<file path="config.mk">
export PLATFORM = sky130hd
export DESIGN_NAME = txRingEngine
export DESIGN_NICKNAME = d
export VERILOG_FILES = /design/src/rtl/txRingPkg.sv /design/src/rtl/txRingData.sv /design/src/rtl/txRingCtrl.sv /design/src/rtl/txRingEngine.sv
export SDC_FILE = /design/constraint.sdc
export NUM_CORES = 1
export LEC_CHECK = 0
export BUFFER_PORTS_ARGS = -buffer_cell sky130_fd_sc_hd__buf_4
export CAP_MARGIN = 5
export CORE_MARGIN = 10
export CORE_UTILIZATION = 35
export DETAILED_ROUTE_END_ITERATION = 7
export GPL_ROUTABILITY_DRIVEN = 0
export GPL_TIMING_DRIVEN = 1
export PLACE_DENSITY = 0.55
export SLEW_MARGIN = 20
export SYNTH_ARGS = -nofsm -noshare
export SYNTH_HDL_FRONTEND = slang
export SYNTH_HIERARCHICAL = 1
export SYNTH_SLANG_ARGS = --single-unit
</file>
<file path="constraint.sdc">
create_clock -name clk -period 21.1 [get_ports clk]
set_input_delay 2.11 -clock clk [delete_from_list [all_inputs] [get_ports clk]]
set_output_delay 2.11 -clock clk [all_outputs]
set_load 0.05 [all_outputs]
</file>
<file path="src/rtl/txRingPkg.sv">
package txRingPkg;

  typedef struct packed {
    logic        isCtx;
    logic [12:0] spare;
    logic        rptStat;
    logic        eop;
    logic [15:0] len;
    logic [31:0] addr;
  } txDesc_t;

  typedef struct packed {
    logic push;
    logic pop;
    logic headInc;
    logic ctxLoad;
    logic pktDone;
  } txStrobe_t;

  typedef enum logic [1:0] {
    S_IDLE = 2'd0,
    S_BUF  = 2'd1,
    S_WB   = 2'd2
  } txState_t;

endpackage

</file>
<file path="src/rtl/txRingData.sv">
module txRingData
  import txRingPkg::*;
#(
  parameter int AW = 32,
  parameter int PW = 8,
  parameter int QD = 8
) (
  input  logic          clk,
  input  logic          rstN,
  input  logic          baseWrEn,
  input  logic [AW-1:0] baseIn,
  input  logic          lenWrEn,
  input  logic [PW-1:0] lenIn,
  input  logic          tailWrEn,
  input  logic [PW-1:0] tailIn,
  input  txDesc_t       rdDesc,
  input  txStrobe_t     stb,
  output logic [AW-1:0] rdAddr,
  output logic [AW-1:0] wbAddr,
  output logic [PW-1:0] headIdx,
  output logic [PW-1:0] ringLen,
  output logic          fetchNeed,
  output logic          qFull,
  output logic          qEmpty,
  output logic [$clog2(QD):0] qCount,
  output txDesc_t       qHead,
  output logic [31:0]   ctxSetting,
  output logic          tailErr,
  output logic          eopIrq
);
  localparam int QW  = $clog2(QD);
  localparam int DSH = 4;

  logic [AW-1:0] baseQ;
  logic [PW-1:0] tailQ, fetchQ;
  logic [QW-1:0] wrIdx, rdIdx;
  txDesc_t       qMem [QD];

  function automatic logic [PW-1:0] stepPtr(input logic [PW-1:0] p, input logic [PW-1:0] n);
    return (p == n - 1'b1) ? '0 : p + 1'b1;
  endfunction

  always_ff @(posedge clk or negedge rstN) begin
    if (!rstN) begin
      baseQ      <= '0;
      ringLen    <= '0;
      headIdx    <= '0;
      tailQ      <= '0;
      fetchQ     <= '0;
      tailErr    <= 1'b0;
      eopIrq     <= 1'b0;
      ctxSetting <= '0;
    end else begin
      eopIrq <= stb.pktDone;
      if (baseWrEn) baseQ <= baseIn;
      if (stb.ctxLoad) ctxSetting <= qHead.addr;
      if (lenWrEn) begin
        ringLen <= lenIn;
        headIdx <= '0;
        tailQ   <= '0;
        fetchQ  <= '0;
        tailErr <= 1'b0;
      end else begin
        if (tailWrEn) begin
          if (tailIn < ringLen) begin
            tailQ   <= tailIn;
            tailErr <= 1'b0;
          end else begin
            tailErr <= 1'b1;
          end
        end
        if (stb.push)    fetchQ  <= stepPtr(fetchQ, ringLen);
        if (stb.headInc) headIdx <= stepPtr(headIdx, ringLen);
      end
    end
  end

  // in-order descriptor queue
  always_ff @(posedge clk or negedge rstN) begin
    if (!rstN) begin
      wrIdx  <= '0;
      rdIdx  <= '0;
      qCount <= '0;
    end else if (lenWrEn) begin
      wrIdx  <= '0;
      rdIdx  <= '0;
      qCount <= '0;
    end else begin
      if (stb.push) wrIdx <= wrIdx + 1'b1;
      if (stb.pop)  rdIdx <= rdIdx + 1'b1;
      qCount <= qCount + {{QW{1'b0}}, stb.push} - {{QW{1'b0}}, stb.pop};
    end
  end

  always_ff @(posedge clk) begin
    if (stb.push && !lenWrEn) qMem[wrIdx] <= rdDesc;
  end

  assign qHead     = qMem[rdIdx];
  assign qFull     = (qCount == (QW+1)'(QD));
  assign qEmpty    = (qCount == '0);
  assign fetchNeed = (fetchQ != tailQ);
  assign rdAddr    = baseQ + (AW'(fetchQ) << DSH);
  assign wbAddr    = baseQ + (AW'(headIdx) << DSH);

endmodule

</file>
<file path="src/rtl/txRingCtrl.sv">
module txRingCtrl
  import txRingPkg::*;
(
  input  logic      clk,
  input  logic      rstN,
  input  logic      flush,
  input  logic      fetchNeed,
  input  logic      qFull,
  input  logic      qEmpty,
  input  txDesc_t   qHead,
  input  logic      rdAck,
  input  logic      bufAck,
  input  logic      wbAck,
  output logic      rdReq,
  output logic      bufReq,
  output logic      wbReq,
  output txStrobe_t stb
);
  txState_t state, nextState;

  always_ff @(posedge clk or negedge rstN) begin
    if (!rstN) state <= S_IDLE;
    else       state <= nextState;
  end

  always_comb begin
    stb       = '0;
    nextState = state;
    bufReq    = 1'b0;
    wbReq     = 1'b0;
    rdReq     = fetchNeed && !qFull;
    stb.push  = rdReq && rdAck;
    unique case (state)
      S_IDLE: begin
        if (!qEmpty) begin
          if (qHead.isCtx) begin
            stb.ctxLoad = 1'b1;
            stb.pop     = 1'b1;
          end else begin
            nextState = S_BUF;
          end
        end
      end
      S_BUF: begin
        bufReq = 1'b1;
        if (bufAck) begin
          if (qHead.rptStat) begin
            nextState = S_WB;
          end else begin
            stb.pop     = 1'b1;
            stb.pktDone = qHead.eop;
            nextState   = S_IDLE;
          end
        end
      end
      S_WB: begin
        wbReq = 1'b1;
        if (wbAck) begin
          stb.pop     = 1'b1;
          stb.pktDone = qHead.eop;
          nextState   = S_IDLE;
        end
      end
      default: nextState = S_IDLE;
    endcase
    stb.headInc = stb.pop;
    if (flush) nextState = S_IDLE;
  end

endmodule

</file>
<file path="src/rtl/txRingEngine.sv">
module txRingEngine
  import txRingPkg::*;
#(
  parameter int AW = 32,
  parameter int PW = 8,
  parameter int QD = 8
) (
  input  logic          clk,
  input  logic          rstN,
  input  logic          baseWrEn,
  input  logic [AW-1:0] baseIn,
  input  logic          lenWrEn,
  input  logic [PW-1:0] lenIn,
  input  logic          tailWrEn,
  input  logic [PW-1:0] tailIn,
  output logic          descRdReq,
  output logic [AW-1:0] descRdAddr,
  input  logic          descRdAck,
  input  logic [63:0]   descRdData,
  output logic          bufReq,
  output logic [31:0]   bufAddr,
  output logic [15:0]   bufLen,
  output logic          bufEop,
  output logic [31:0]   bufCtx,
  input  logic          bufAck,
  output logic          wbReq,
  output logic [AW-1:0] wbAddr,
  input  logic          wbAck,
  output logic [PW-1:0] head,
  output logic          tailErr,
  output logic          eopIrq
);
  localparam int QW = $clog2(QD);

  txStrobe_t     stb;
  txDesc_t       qHead;
  logic          fetchNeed, qFull, qEmpty;
  logic [PW-1:0] ringLen;
  logic [QW:0]   qCount;

  txRingData #(.AW(AW), .PW(PW), .QD(QD)) i_data (
    .clk(clk), .rstN(rstN),
    .baseWrEn(baseWrEn), .baseIn(baseIn),
    .lenWrEn(lenWrEn), .lenIn(lenIn),
    .tailWrEn(tailWrEn), .tailIn(tailIn),
    .rdDesc(txDesc_t'(descRdData)), .stb(stb),
    .rdAddr(descRdAddr), .wbAddr(wbAddr),
    .headIdx(head), .ringLen(ringLen),
    .fetchNeed(fetchNeed), .qFull(qFull), .qEmpty(qEmpty),
    .qCount(qCount), .qHead(qHead), .ctxSetting(bufCtx),
    .tailErr(tailErr), .eopIrq(eopIrq)
  );

  txRingCtrl i_ctrl (
    .clk(clk), .rstN(rstN), .flush(lenWrEn),
    .fetchNeed(fetchNeed), .qFull(qFull), .qEmpty(qEmpty), .qHead(qHead),
    .rdAck(descRdAck), .bufAck(bufAck), .wbAck(wbAck),
    .rdReq(descRdReq), .bufReq(bufReq), .wbReq(wbReq), .stb(stb)
  );

  assign bufAddr = qHead.addr;
  assign bufLen  = qHead.len;
  assign bufEop  = qHead.eop;

endmodule

</file>
# --- After elaboration in Yosys (flattened, before gate mapping) ---
# Memories as Yosys holds them, arrays and structs flattened.
# Cells that the tools add are included.
totals:
  ff_bits: 110
  ramBits: 512
  n_memories: 1
  out_inout_bits: 158
memory_table:
  columns: ["name", "depth", "width", "read_ports", "rd_clocked_by_memory_dff", "wr", "line", "source"]
  rows:
  - ["i_data.qMem", 8, 64, 1, 0, 1, "txRingData.sv:37", "txDesc_t qMem [QD];"]
op_classes:
  reduce_logical: 13
  muxes: 39
  n_addsub: 9
  eq_ne: 10
  order_cmp: 1
op_table:
  columns: ["op", "n"]
  rows:
  - ["8-bit two-way mux", 9]
  - ["32-bit by 12-bit adder with 32-bit output", 2]
  - ["8-bit by 1-bit adder with 8-bit output (second input constant)", 2]
  - ["8-bit == test", 2]
  - ["1-bit two-way mux", 16]
  - ["2-bit two-way mux", 6]
  - ["3-bit two-way mux", 4]
  - ["3-bit != test (second input constant)", 4]
  - ["8-bit less-than comparator", 1]
  - ["8-bit != test", 1]
  - ["2-bit nonzero test", 4]
  - ["8-bit by 1-bit subtractor with 8-bit output (second input constant)", 1]
  - ["3-bit by 1-bit adder with 3-bit output (second input constant)", 2]
  - ["2-bit case mux with 3 select lines", 1]
  - ["4-bit by 1-bit adder with 4-bit output", 1]
  - ["4-bit == test (second input constant)", 1]
  - ["4-bit logical NOT", 1]
  - ["4-bit two-way mux", 1]
  - ["4-bit AND reduction", 1]
  - ["4-bit by 1-bit subtractor with 4-bit output", 1]
  - ["1-bit logical AND", 3]
  - ["1-bit case mux with 3 select lines", 1]
  - ["2-bit by 1-bit == test with 1-bit output (second input constant)", 1]
  - ["2-bit == test (second input constant)", 1]
  - ["other kinds (4)", 5]

# --- Logic depth before layout (Yosys ltp) ---
# Gate-level depths: netlist of run 1.
logic_depth:
  depth_word: 7
  mapped_depth: 16
  depth_no_buf: 12

# --- Modules after synthesis ---
# Netlist of run 1, hierarchy kept.
by_module_without_submodules:
  columns: ["module", "cells_each", "instances", "area_each_um2"]
  rows:
  - ["txRingData", 1365, 1, 25787.2]
  - ["txRingCtrl", 31, 1, 266.5]

# --- Least setup slack after synthesis of run 1 ---
# No wires, ideal clock.
synth_path:
  kind: "input port to flip-flop"
  from: "in descRdAck"
  to: "mem i_data/qMem[4][0] in the netlist's numbering (enable)"
  slack_ps: 11858
  cell_stages: 4
  required_time_ps: 20456
  arrival_ps: 8598
  cell_sequence: "and2_1 buf_2 nand2_1 nor4_1"
synth_between:
  elab_chain_cells: 4
synth_lines:
  columns: ["item", "line", "source"]
  rows:
  - ["from (decl)", "txRingEngine.sv:18", "input logic descRdAck,"]
  - ["1-bit logical AND", "txRingCtrl.sv:32", "stb.push = rdReq && rdAck;"]
  - ["1-bit logical AND", "txRingData.sv:96", "if (stb.push && !lenWrEn) qMem[wrIdx] <= rdDesc;"]
  - ["1-bit two-way mux", "txRingData.sv:96", null]
  - ["1-bit two-way mux (implied by the code)", "txRingData.sv:96", null]
  - ["to (decl)", "txRingData.sv:37", null]
# No other way between the ends.

# --- Worst setup path after layout of run 1 ---
layout_path:
  from: "reg i_data.fetchQ[0]"
  to: "out descRdAddr[28]"
layout_between:
  elab_chain_cells: 1
layout_lines:
  columns: ["item", "line", "source"]
  rows:
  - ["from (decl)", "txRingData.sv:35", "logic [PW-1:0] tailQ, fetchQ;"]
  - ["from (signal assigned)", "txRingData.sv:72", "if (stb.push) fetchQ <= stepPtr(fetchQ, ringLen);"]
  - ["32-bit by 12-bit adder with 32-bit output", "txRingData.sv:103", "assign rdAddr = baseQ + (AW'(fetchQ) << DSH);"]
  - ["to (decl)", "txRingEngine.sv:17", "output logic [AW-1:0] descRdAddr,"]
# No other way between the ends.

==> results of run 1 <==
-- how the worst max path moves through the flow --
stage                     start                end  slack (ns)  cells past startpoint
3_3_place_gp    i_data/rdIdx[0]        bufAddr[25]       15.94                      4
2_1_floorplan         descRdAck  i_data/qMem[4][0]       13.13                      4
5_1_grt         i_data/rdIdx[0]        bufAddr[28]       15.12                      4
3_5_place_dp   i_data/fetchQ[0]     descRdAddr[28]       15.91                      9
6_report       i_data/fetchQ[0]     descRdAddr[28]       15.33                      9
4_1_cts        i_data/fetchQ[0]     descRdAddr[28]       15.25                      9
-- flip-flops by register name, summed over array words and instances, names as in the netlist --
| register | cells |
|---|---|
| i_data/qCount | 4 |
| i_data/baseQ | 32 |
| i_data/tailErr | 1 |
| i_data/qMem | 408 |
| i_data/ctxSetting | 32 |
| i_ctrl/state | 2 |
| i_data/wrIdx | 3 |
| i_data/rdIdx | 3 |
| i_data/headIdx | 8 |
| i_data/fetchQ | 8 |
| i_data/ringLen | 8 |
| i_data/tailQ | 8 |
| i_data/eopIrq | 1 |
-- power breakdown --
| group | switching [mW] | internal (mW) | total, mW |
|---|---|---|---|
| clock | 0.401 | 0.628 | 1.03 |
| combinational | 0.585 | 0.369 | 0.954 |
| sequential | 0.0766 | 1.18 | 1.26 |
| total | 1.06 | 2.18 | 3.24 |
-- routing by layer --
| metal | wire length (um) | vias up | track usage |
|---|---|---|---|
| met5 | 84 | - | 0 |
| met4 | 825 | 12 | 0.0304 |
| met3 | 3220 | 70 | 0.0375 |
| met2 | 25600 | 259 | 0.234 |
| met1 | 23300 | 6197 | 0.186 |
| li1 | - | 5341 | - |
-- cell usage in the layout (no fill, tap or decap), types with 11 or more instances in the layout --
master / count
a21oi_1: 18
buf_4: 278
clkbuf_1: 12
clkbuf_16: 58
dfrtp_1: 107
edfxtp_1: 408
ha_1: 40
inv_1: 25
mux2_2: 114
mux2i_1: 11
mux4_2: 102
nand2_1: 49
nand2b_1: 11
nand3_1: 18
nor2_1: 44
o21ai_0: 15
xnor2_1: 55
xor2_1: 33
-- final cells by class --
cell class	instances	area [um2]
Timing Repair Buffer	279	2090
Multi-Input combinational cell	629	6740
Fill cell	5668	36000
Clock inverter	32	424
Clock buffer	74	1550
Tap cell	846	1060
Inverter	27	101
Sequential cell	518	15000
-- stage by stage --
step	setup WS, ns	hold slack [ns]
floorplan	13.13	0.506
global placement	15.94	0.488
detailed placement	15.91	0.497
CTS	15.25	0.510
global route	15.12	0.527
finish	15.33	0.507
-- worst max-delay path: stages (launching register included) --
cell	delay, ns
dfrtp_1	0.52
ha_1	0.30
fa_1	0.41
a21oi_1	0.16
nor2b_1	0.08
a311oi_1	0.43
o2bb2ai_1	0.54
nand2b_1	0.22
xnor2_1	0.15
buf_4	0.24
==> impl_metrics.toml, run 1 <==
[clocking]
cts_resized = 0
post_cts.repair.setup_buffers = 0
worstSkewPairLatency_ns = 0.60
cts_tree = "yes"
cts_buffers = 56
cts_hold_buf = 0
cts.clk_slew.worst_paths_ns = 0.06
clockBufferDepth = 3
cts-root-buf = "clkbuf_16"
clock_sinks = 518
htree_levels = 2

[sta]
rsz0062_at_grt = "false"
finalMaxSlewViolations = 0
worst-slew-pin-transition_ns = 1.08
setup-violations-final = 0
skew_ns = 0.0198
slew_headroom = 0.283
finalHoldViolations = 0
max_freq_ghz = 0.173
post-route-period-util = 0.274
final.setup.tns_ns = 0
post-route-min-period_ns = 5.77

[cells_and_area]
drive_above_1_share = 0.396
layout.nets = 1674
diodes = 0
final_util = 0.428
finalInstanceArea_mm2 = 0.0270
syn2layout_area_growth_pct = 21.5
stdcell_count = 2405

[drt]
drtIter0Drc = 710
drt_drc_violations_left = 0
via_count = 11900
post_drt_wl_per_cell_um = 22.1
drtAntennaViolNets = 0
drt-total-wl_um = 53000
via_per_inst = 4.94
first_pass_iters = 6

[job]
drv_cap = 0

[synthesis]
syn_area_mm2 = 0.0222
yosys_warnings = 6
syn_nets = 1416
synthCells = 1253
synth_area_per_cell_um2 = 17.7

[floorplan]
dieWidth_um = 272
initial_core_util = 0.353
coreArea_mm2 = 0.0630
num_io_pins = 278
die-height_um = 272
dieArea_mm2 = 0.0739
row_count = 92

[grt]
track_usage = 0.142
grt_overflow = 0
grt_first_pass_wirelength_um = 80600
grt_max_degree = 69
grt_pass1_vias = 12800
antenna_found_initial = 6

[worst_setup_path]
path_class = "reg -> out"
cp_max_fo = 10
end_kind = "output pin"
crit_arrival_ns = 3.66
start_kind = "flip-flop"
worstPathRequired_ns = 18.99
worst_r2r_endpoint = "i_data/qCount[2]"
timing.reg2reg.setup_slack_ns = 16.62
r2r-start = "i_data/rdIdx[0]"
reg2regPathDepth = 13

[hold_path]
hold_path_startpoint = "i_data/tailErr"
min_path_type = "reg -> reg"
whs_path_depth = 1
min_to = "i_data/tailErr"

[power_and_ir_drop]
p_leak_nw = 9.70
powerDensity_mw_per_mm2 = 120
vdd_ir_drop_max_mv = 0.108
power_mw = 3.24

[place]
placed_area_mm2 = 0.0250
place_inst = 2298
port_buffers = 264
hpwlAfterDp_um = 31000

[status]
status = "completed"
(Power assumes the default switching activity.)
==> inputs of run 2 (changes only) <==
==> constraint.sdc (replaced) <==
create_clock -name clk -period 5.4 [get_ports clk]
set_input_delay 0.54 -clock clk [delete_from_list [all_inputs] [get_ports clk]]
set_output_delay 0.54 -clock clk [all_outputs]
set_load 0.05 [all_outputs]
==> impl_metrics.toml, run 2 (same netlist as run 1, synthesis figures left out) <==
[status]
status = "completed"

[drt]
drt_drc_violations_left = 0
first_pass_iters = 4
via_per_inst = 4.87
drt-total-wl_um = 53000
drtAntennaViolNets = 0
post_drt_wl_per_cell_um = 22.0
via_count = 11700
drtIter0Drc = 605

[clocking]
cts.clk_slew.worst_paths_ns = 0.06
cts_tree = "yes"
cts_hold_buf = 1
worstSkewPairLatency_ns = 0.61
cts_resized = 0
clock_sinks = 518
post_cts.repair.setup_buffers = 0
clockBufferDepth = 3
cts_buffers = 57
cts-root-buf = "clkbuf_16"
htree_levels = 2

[hold_path]
min_to = "i_data/qMem[5][34]"
whs_path_depth = 1
hold_path_startpoint = "descRdData[34]"
min_path_type = "in -> reg"

[power_and_ir_drop]
p_leak_nw = 9.67
powerDensity_mw_per_mm2 = 461
vdd_ir_drop_max_mv = 0.336
power_mw = 12.4

[worst_setup_path]
path_class = "reg -> out"
end_kind = "output pin"
reg2regPathDepth = 13
r2r-start = "i_data/rdIdx[0]"
worstPathRequired_ns = 4.86
cp_max_fo = 10
cp_cell_sequence = "ha_1 -> fa_1 -> a21oi_1 -> nor2b_1 -> a311oi_1 -> o2bb2ai_1 -> nor3_1 -> xor2_1 -> buf_4"
max_stage_delay_ns = 0.51
worst_path_max_delay_cell = "o2bb2ai_1"
worst_r2r_endpoint = "i_data/qCount[3]"
timing.reg2reg.setup_slack_ns = 1.79
start_kind = "flip-flop"
crit_arrival_ns = 3.55

[cells_and_area]
layout_commonest_cell = "edfxtp_1"
top_register = "i_data/qMem"
final_cell_mix = "edfxtp_1 (408), buf_4 (274), mux2_2 (114), dfrtp_1 (107), mux4_2 (102)"
largest_reg_flops = 408
drive_above_1_share = 0.393
layout.nets = 1678
top_regs = "i_data/qMem: 408 flops, i_data/baseQ: 32 flops, i_data/ctxSetting: 32 flops"
diodes = 0
final_util = 0.429
syn2layout_area_growth_pct = 21.5
fill_cells = 5652

[floorplan]
dieWidth_um = 272
coreArea_mm2 = 0.0630
die-height_um = 272
num_io_pins = 278
dieArea_mm2 = 0.0739
initial_core_util = 0.353
row_count = 92

[grt]
antenna_found_initial = 3
grt_overflow = 0
grt_pass1_vias = 12600
grt_max_degree = 73
grt_first_pass_wirelength_um = 79800
track_usage = 0.141

[sta]
final.setup.tns_ns = 0
max_freq_ghz = 0.245
finalMaxSlewViolations = 0
post-route-period-util = 0.757
post-route-min-period_ns = 4.09
skew_ns = 0.0278
slew_headroom = 0.318
worst-slew-pin-transition_ns = 1.02
setup-violations-final = 0
rsz0062_at_grt = "false"
finalHoldViolations = 0
fin_ws_ns = 1.31

[place]
pre_cts_ws_ns = 1.75
port_buffers = 264
hpwlAfterDp_um = 33400

[job]
drv_cap = 0
[run 2: cell count changes in the layout (fill, tap and decap cells not counted), moves of 4 or more]
cell	delta
nor3_2	-4
bufinv_16	-5
buf_12	+6
buf_4	-4
nor3_4	+4
[run 2: worst max-delay path by stage]
| stage | start | endpoint | slack (ns) |
|---|---|---|---|
| 2_1_floorplan | i_data/fetchQ[4] | i_data/qMem[4][0] | 0.01 |
| 3_3_place_gp | i_data/rdIdx[0] | i_data/qCount[1] | 1.75 |
| 3_5_place_dp | i_data/rdIdx[0] | i_data/qCount[3] | 1.75 |
| 4_1_cts | i_data/rdIdx[0] | bufAddr[12] | 1.17 |
| 5_1_grt | i_data/fetchQ[0] | descRdAddr[26] | 1.08 |
| 6_report | i_data/fetchQ[0] | descRdAddr[22] | 1.31 |
[run 2: layout make-up]
type	instances	area [um2]	area share
sequential	518	15000	0.556
multi-input combinational	629	6770	0.251
timing repair buffer	282	2200	0.0815
inverter	27	101	0.00376
tap	846	1060	0.0392
clock buffer	78	1570	0.0580
clock inverter	27	273	0.0101
[run 2: per-stage QoR]
step,instances,area [um2],hold slack (ns)
2_1_floorplan,1253,22200,0.244
3_3_place_gp,2300,25100,0.492
3_5_place_dp,2301,25100,0.497
4_1_cts,2407,27000,0.104
5_1_grt,2407,27000,0.125
6_report,2407,27000,0.153
[run 2: layer usage]
layer,up-vias,GRT usage,share of wire
met2,293,0.240,0.50
met3,70,0.0330,0.061
met4,6,0.0390,0.018
li1,5352,-,-
met1,5997,0.178,0.42
met5,-,0,0.00064
[run 2: worst max-delay path, delay by kind of cell, from the launching register on]
| kind | cells | cell delay (ns) |
|---|---|---|
| compound gates | 3 | 1.08 |
| xor+xnor | 1 | 0.22 |
| fa+ha+maj | 2 | 0.70 |
| flops | 1 | 0.50 |
| buf+inv | 1 | 0.23 |
| simple gates | 2 | 0.23 |
[run 2: power by group]
| part | switching [mW] | leakage (nW) | internal (mW) |
|---|---|---|---|
| combinational | 2.33 | 3.74 | 1.45 |
| clock | 1.56 | 0.899 | 2.22 |
| sequential | 0.268 | 5.04 | 4.62 |
